### src/rtl/busmem_pkg.sv
// Shared types for the bus-attached word memory.
// Assumes: nothing beyond IEEE 1800-2017 packages.
package busmem_pkg;
    // Controller phase: idle, or waiting out a stretched (cold) access
    typedef enum logic {
        PH_IDLE = 1'b0,
        PH_WAIT = 1'b1
    } busmem_phase_t;
endpackage

### src/rtl/busmem_addr_reg.sv
// Address register: captures the low bus bits on a load strobe.
// Assumes: the caller passes only the AW address bits of the bus.
module busmem_addr_reg #(
    parameter int AW = 6
) (
    input  logic          clk,
    input  logic          rst_n,
    input  logic          load,
    input  logic [AW-1:0] d,
    output logic [AW-1:0] q
);
    // Edge-load the address, clear it on reset
    always_ff @(posedge clk) begin
        if (!rst_n)    q <= '0;
        else if (load) q <= d;
    end
endmodule

### src/rtl/busmem_array.sv
// Word storage: one synchronous write port, one combinational read port.
// Assumes: the depth is 2**AW and small enough to hold in flops that reset to zero.
module busmem_array #(
    parameter int DW = 32,
    parameter int AW = 6
) (
    input  logic          clk,
    input  logic          rst_n,
    input  logic          we,
    input  logic [AW-1:0] waddr,
    input  logic [DW-1:0] wdata,
    input  logic [AW-1:0] raddr,
    output logic [DW-1:0] rdata
);
    localparam int DEPTH = 1 << AW;

    logic [DW-1:0] words [DEPTH];

    // Clear all words on reset, commit one word per write strobe
    always_ff @(posedge clk) begin
        if (!rst_n) begin
            for (int i = 0; i < DEPTH; i++) words[i] <= '0;
        end else if (we) begin
            words[waddr] <= wdata;
        end
    end

    // Combinational read from the addressed word
    always_comb rdata = words[raddr];
endmodule

### src/rtl/busmem_miss_ctrl.sv
// Latency controller: tracks which words are warm, stretches first accesses
// to LAT cycles and produces the single write strobe for the array.
// Assumes: LAT >= 1; the address register feeds cur_addr.
module busmem_miss_ctrl
    import busmem_pkg::*;
#(
    parameter int DW  = 32,
    parameter int AW  = 6,
    parameter int LAT = 2
) (
    input  logic          clk,
    input  logic          rst_n,
    input  logic          mem_en,
    input  logic          mem_wr,
    input  logic [AW-1:0] cur_addr,
    input  logic [DW-1:0] cur_data,
    output logic          busy,
    output logic          we,
    output logic [AW-1:0] we_addr,
    output logic [DW-1:0] we_data
);
    localparam int DEPTH = 1 << AW;

    logic [DEPTH-1:0] warm;
    logic             idle;
    logic             cold_start;
    logic             hot_write;
    logic             fin;
    logic             fin_wr;
    logic [AW-1:0]    fin_addr;
    logic [DW-1:0]    fin_data;

    // Decode the kind of access in this cycle
    always_comb begin
        cold_start = idle && mem_en && !warm[cur_addr];
        hot_write  = idle && mem_en && mem_wr && warm[cur_addr];
        busy       = !idle || cold_start;
    end

    generate
        if (LAT == 1) begin : g_single
            // One-cycle stretch: the cold access finishes at its first edge
            always_comb begin
                idle     = 1'b1;
                fin      = cold_start;
                fin_wr   = mem_wr;
                fin_addr = cur_addr;
                fin_data = cur_data;
            end
        end else begin : g_multi
            localparam int CW = $clog2(LAT);

            busmem_phase_t phase;
            logic [CW-1:0] left;
            logic          h_wr;
            logic [AW-1:0] h_addr;
            logic [DW-1:0] h_data;

            // Enter the wait phase on a cold start, count down to the finishing edge
            always_ff @(posedge clk) begin
                if (!rst_n) begin
                    phase  <= PH_IDLE;
                    left   <= '0;
                    h_wr   <= 1'b0;
                    h_addr <= '0;
                    h_data <= '0;
                end else if (phase == PH_IDLE) begin
                    if (cold_start) begin
                        phase  <= PH_WAIT;
                        left   <= CW'(LAT - 1);
                        h_wr   <= mem_wr;
                        h_addr <= cur_addr;
                        h_data <= cur_data;
                    end
                end else begin
                    left <= left - 1'b1;
                    if (left == CW'(1)) phase <= PH_IDLE;
                end
            end

            // The held request finishes on the edge that ends the last busy cycle
            always_comb begin
                idle     = (phase == PH_IDLE);
                fin      = (phase == PH_WAIT) && (left == CW'(1));
                fin_wr   = h_wr;
                fin_addr = h_addr;
                fin_data = h_data;
            end
        end
    endgenerate

    // Mark a word warm when its stretched access finishes
    always_ff @(posedge clk) begin
        if (!rst_n)   warm <= '0;
        else if (fin) warm[fin_addr] <= 1'b1;
    end

    // Select the array write: the finishing stretched write or a warm write
    always_comb begin
        we      = (fin && fin_wr) || hot_write;
        we_addr = (fin && fin_wr) ? fin_addr : cur_addr;
        we_data = (fin && fin_wr) ? fin_data : cur_data;
    end
endmodule

### src/rtl/busmem_port.sv
// Top: bus-attached word memory with a staged address register and
// first-touch latency. Read data is presented only when a read completes.
// Assumes: bus arbitration and the reaction to busy live outside this block.
module busmem_port #(
    parameter int DW  = 32,
    parameter int AW  = 6,
    parameter int LAT = 2
) (
    input  logic          clk,
    input  logic          rst_n,
    input  logic [DW-1:0] bus_in,
    input  logic          addr_load,
    input  logic          mem_en,
    input  logic          mem_wr,
    output logic [DW-1:0] rd_data,
    output logic          rd_drive,
    output logic          busy
);
    logic [AW-1:0] addr_q;
    logic          arr_we;
    logic [AW-1:0] arr_waddr;
    logic [DW-1:0] arr_wdata;
    logic [DW-1:0] arr_rdata;

    busmem_addr_reg #(.AW(AW)) u_addr (
        .clk  (clk),
        .rst_n(rst_n),
        .load (addr_load),
        .d    (bus_in[AW-1:0]),
        .q    (addr_q)
    );

    busmem_miss_ctrl #(.DW(DW), .AW(AW), .LAT(LAT)) u_ctrl (
        .clk     (clk),
        .rst_n   (rst_n),
        .mem_en  (mem_en),
        .mem_wr  (mem_wr),
        .cur_addr(addr_q),
        .cur_data(bus_in),
        .busy    (busy),
        .we      (arr_we),
        .we_addr (arr_waddr),
        .we_data (arr_wdata)
    );

    busmem_array #(.DW(DW), .AW(AW)) u_array (
        .clk  (clk),
        .rst_n(rst_n),
        .we   (arr_we),
        .waddr(arr_waddr),
        .wdata(arr_wdata),
        .raddr(addr_q),
        .rdata(arr_rdata)
    );

    // Present read data only for a read that completes this cycle
    always_comb begin
        rd_drive = mem_en && !mem_wr && !busy;
        rd_data  = rd_drive ? arr_rdata : '0;
    end
endmodule

### config.mk
export PLATFORM = sky130hd
export DESIGN_NAME = busmem_port
export DESIGN_NICKNAME = d
export VERILOG_FILES = /design/src/rtl/busmem_pkg.sv /design/src/rtl/busmem_addr_reg.sv /design/src/rtl/busmem_array.sv /design/src/rtl/busmem_miss_ctrl.sv /design/src/rtl/busmem_port.sv
export SDC_FILE = /design/constraint.sdc
export NUM_CORES = 2
export LEC_CHECK = 0
export ABC_CLOCK_PERIOD_IN_PS = 10700
export BUFFER_PORTS_ARGS = -buffer_cell sky130_fd_sc_hd__buf_2
export CAP_MARGIN = 20
export CORE_MARGIN = 2
export CORE_UTILIZATION = 35
export CTS_CLUSTER_DIAMETER = 120
export DETAILED_ROUTE_END_ITERATION = 10
export HOLD_SLACK_MARGIN = 0.08
export PLACE_DENSITY_LB_ADDON = 0.2
export SLEW_MARGIN = 20
export SYNTH_ARGS = -nofsm -noshare
export SYNTH_HDL_FRONTEND = slang
export SYNTH_SLANG_ARGS = --single-unit
export TNS_END_PERCENT = 30
### constraint.sdc
create_clock -name clk -period 10.7 [get_ports clk]
set_input_delay 1.07 -clock clk [delete_from_list [all_inputs] [get_ports clk]]
set_output_delay 1.07 -clock clk [all_outputs]
set_load 0.01 [all_outputs]
==> impl_results.md <==
- Status: complete, no violations
- Antenna Violating Nets Remaining: 0
- Hold Crit Depth: 3
- Clk slew on worst S/H paths: ~0.060 ns
- Max_cap viols: 0
- Final worst setup slack: 3.96 ns
- Final WL: about 370 mm
- GPL Wtd Cong: 0.840
- Yosys top cell by area: edfxtp_1
- Pre-CTS setup slack: 4.86 ns
- Port Buffer Count: 70
- CP startpoint kind: flop
- EDFF count, synth: 2048
- Ranking of synthesized cells by area: edfxtp_1 61%, mux4_2 14%, a21oi_1 7.4%, a21oi_2 4.5%, buf_6 2.5%
- Fin crit share: a little over three fifths
- Detailed-route wire length per cell: approximately 36 um
- Synth cell count leaders: 2048 x edfxtp_1, 1507 x a21oi_1, 640 x mux4_2
- Inst Count DP: 9924
- Setup_tns: 0 ns
- FF-to-FF Start: u_ctrl.g_multi.phase$_SDFF_PN0_
- Post-synthesis register bit count: 2165
- Root Buffer: clkbuf_16
- Nets@finish: around 6400
- Total CTS buffers: 225
- Post-CTS Hold Buffers: 0
- CP Max Fanout: 101
- Syn_area_per_cell: 15.3 um^2
- I/O Pins: 71
- Full die area: 295000 um^2
- CTS tree: yes
- Most common cell in the netlist: edfxtp_1
- Standard cell core area: a little under 300000 um^2
- Worst hold path type: primary input to flop
- First-iteration detailed-routing DRC count: 9089
- R2R cell count: 8
- Largest net degree at the start of global routing: 133
- Pwr Total: 19.0 mW
- Crit end category: output port
- Non-Filler Instances: 10300
- Initial antenna violation count: 12
- Vias: approximately 64000
- Layout cells sized above 1: between 30% and 40%
- Hold endpoint: u_ctrl.fin_data[11]$_SDFFE_PN0P_
- Initial core utilization: 35.2%
- DIE WIDTH: between 500 and 600 um
- Ys Warns: 0
- Number of buffers and inverters on the critical path: 3
- Worst Min Path Start: bus_in[11]
- Worst Clk Skew: approximately 0.045 ns
- Main synth FF type: edfxtp_1
- H-tree levels: 4
- Worst skew pair latency: 0.91 ns
- CP dominant cell by count: mux4_2
- Die Y-Extent: 543 um
- Area Overhead vs Synth: 10.2%
- Remaining Overflow, GRT: 0
- Worst Path Arrival: 5.67 ns
- First-pass GRT wire length: 513 mm
- Period minus WS final: 6.74 ns
- Post_cts resized: 0
- Clock tree buffer depth: 4
- Clock sink count: 2165
- Peak VDD IR: about 0.12 mV
- Slowest stage delay, CP: 1.00 ns
- Synth cell types: 43
- Area fraction of the dominant cell type after synthesis: between 60% and 70%
- WS Path Type: flop to output port
- Synthesized instance count: ~6700
- Critical R2R Capture: u_array.words[57][13]$_SDFFCE_PN0P_
- Site Rows: 197
- Layout Utilization: about 39%
- Delay-heaviest family, CP: buffers and inverters
- Final number of max-transition violations: 0
- Detail Placement HPWL: 196 mm
- Static Leakage: 33.6 nW
- RSZ-0062 raised after global routing: no
- DR pass1 iterations: 6
- CP Cell Sequence: buf_12, buf_4, mux4_2, mux4_2, mux2i_1, a2111oi_2, buf_2
- R2r setup slk: 5.59 ns
- Drt drc: 0
- Synth Net Count: between 6000 and 7000
- Postcts setup bufs: 0
- Placed instance area: 105000 um^2
- Max frequency: 148 MHz
- Final hold vios: 0
- Finished Cell Area: ~110000 um^2
- Cell area after synthesis: 102000 um^2
- Max-Slew Margin vs Limit: between 15 and 20%
- Pwr/cell area: ~170 nW/um^2
- Sequential share of the synthesized area: 62.8%
- Crit-path slowest cell: a2111oi_2
- Actual slew at the worst max-slew pin: 1.21 ns
- Vias in the first global route: 63200
- Final setup violating endpoints: 0
- Hold WS: 0.417 ns
- Total track usage: about a quarter
- Via density: 6.22
- Ys async rst share: 0%
- CP required: 9.63 ns
## logic make-up after synthesis
family	share of synthesized area, %
flip-flops	62.8
buffers and inverters	5.23
multiplexers	15.7
AND/OR/NAND/NOR	2.42
AO/OA/AOI/OAI	13.9
## worst register-to-register path, delay by kind of cell, from the launching register on
family                 cells  cell delay [ns]
AO/OA/AOI/OAI              1             1.02
buffers and inverters      3             1.58
flip-flops                 1             0.51
multiplexers               1             0.35
AND/OR/NAND/NOR            3             1.26
## flip-flops by register name (all words and copies together), names as in the netlist, named ones only
signal / count
u_array.words: 2048
u_ctrl.warm: 64
u_ctrl.fin_data: 32
u_addr.q: 6
u_ctrl.fin_addr: 6
u_ctrl.fin_wr: 1
u_ctrl.g_multi.left: 1
u_ctrl.g_multi.phase: 1
## final cells by class
class,instances,area (um^2)
tap,3781,4730
fill,26700,176000
clock buffer,282,6000
multi-input combinational,3588,33500
sequential,2165,63900
inverter,17,63.8
antenna,4,10.0
timing repair buffer,375,2760
clock inverter,118,1010
## power breakdown
group          switching [mW]  internal (mW)
Sequential              0.117           9.53
Clock                    3.38           4.38
Combinational            1.08          0.528
## layer usage
layer / wire (um) / vias up / track usage, %
met2: 175000 / 3560 / 39.5
li1: - / 25700 / -
met4: 18700 / 0 / 11.3
met1: 146000 / 34300 / 33.3
met3: 32300 / 701 / 4.24
met5: 0 / - / 0
## cells in the final DEF (no fill, tap or decap), types with 106 or more instances in the layout
cell,count
edfxtp_1,2048
a21oi_1,1507
mux4_2,640
a21oi_2,518
buf_4,297
clkbuf_16,232
mux2i_1,134
nand2_1,128
dfxtp_1,110
nor2_1,106
## worst max-delay path by stage
stage	startpoint	to	slack (ns)	cells past startpoint
after floorplan	mem_en	u_array.words[51][0]$_SDFFCE_PN0P_	4.42	6
after global placement	u_addr.q[0]$_SDFFE_PN0P_	rd_data[24]	4.85	9
after detailed placement	flop	rd_data[29]	4.86	7
after CTS	flop	rd_data[29]	3.91	7
after global routing	flop	rd_data[21]	3.80	9
final	flop	rd_data[18]	3.96	7
Power figures use the tool's default switching activity.
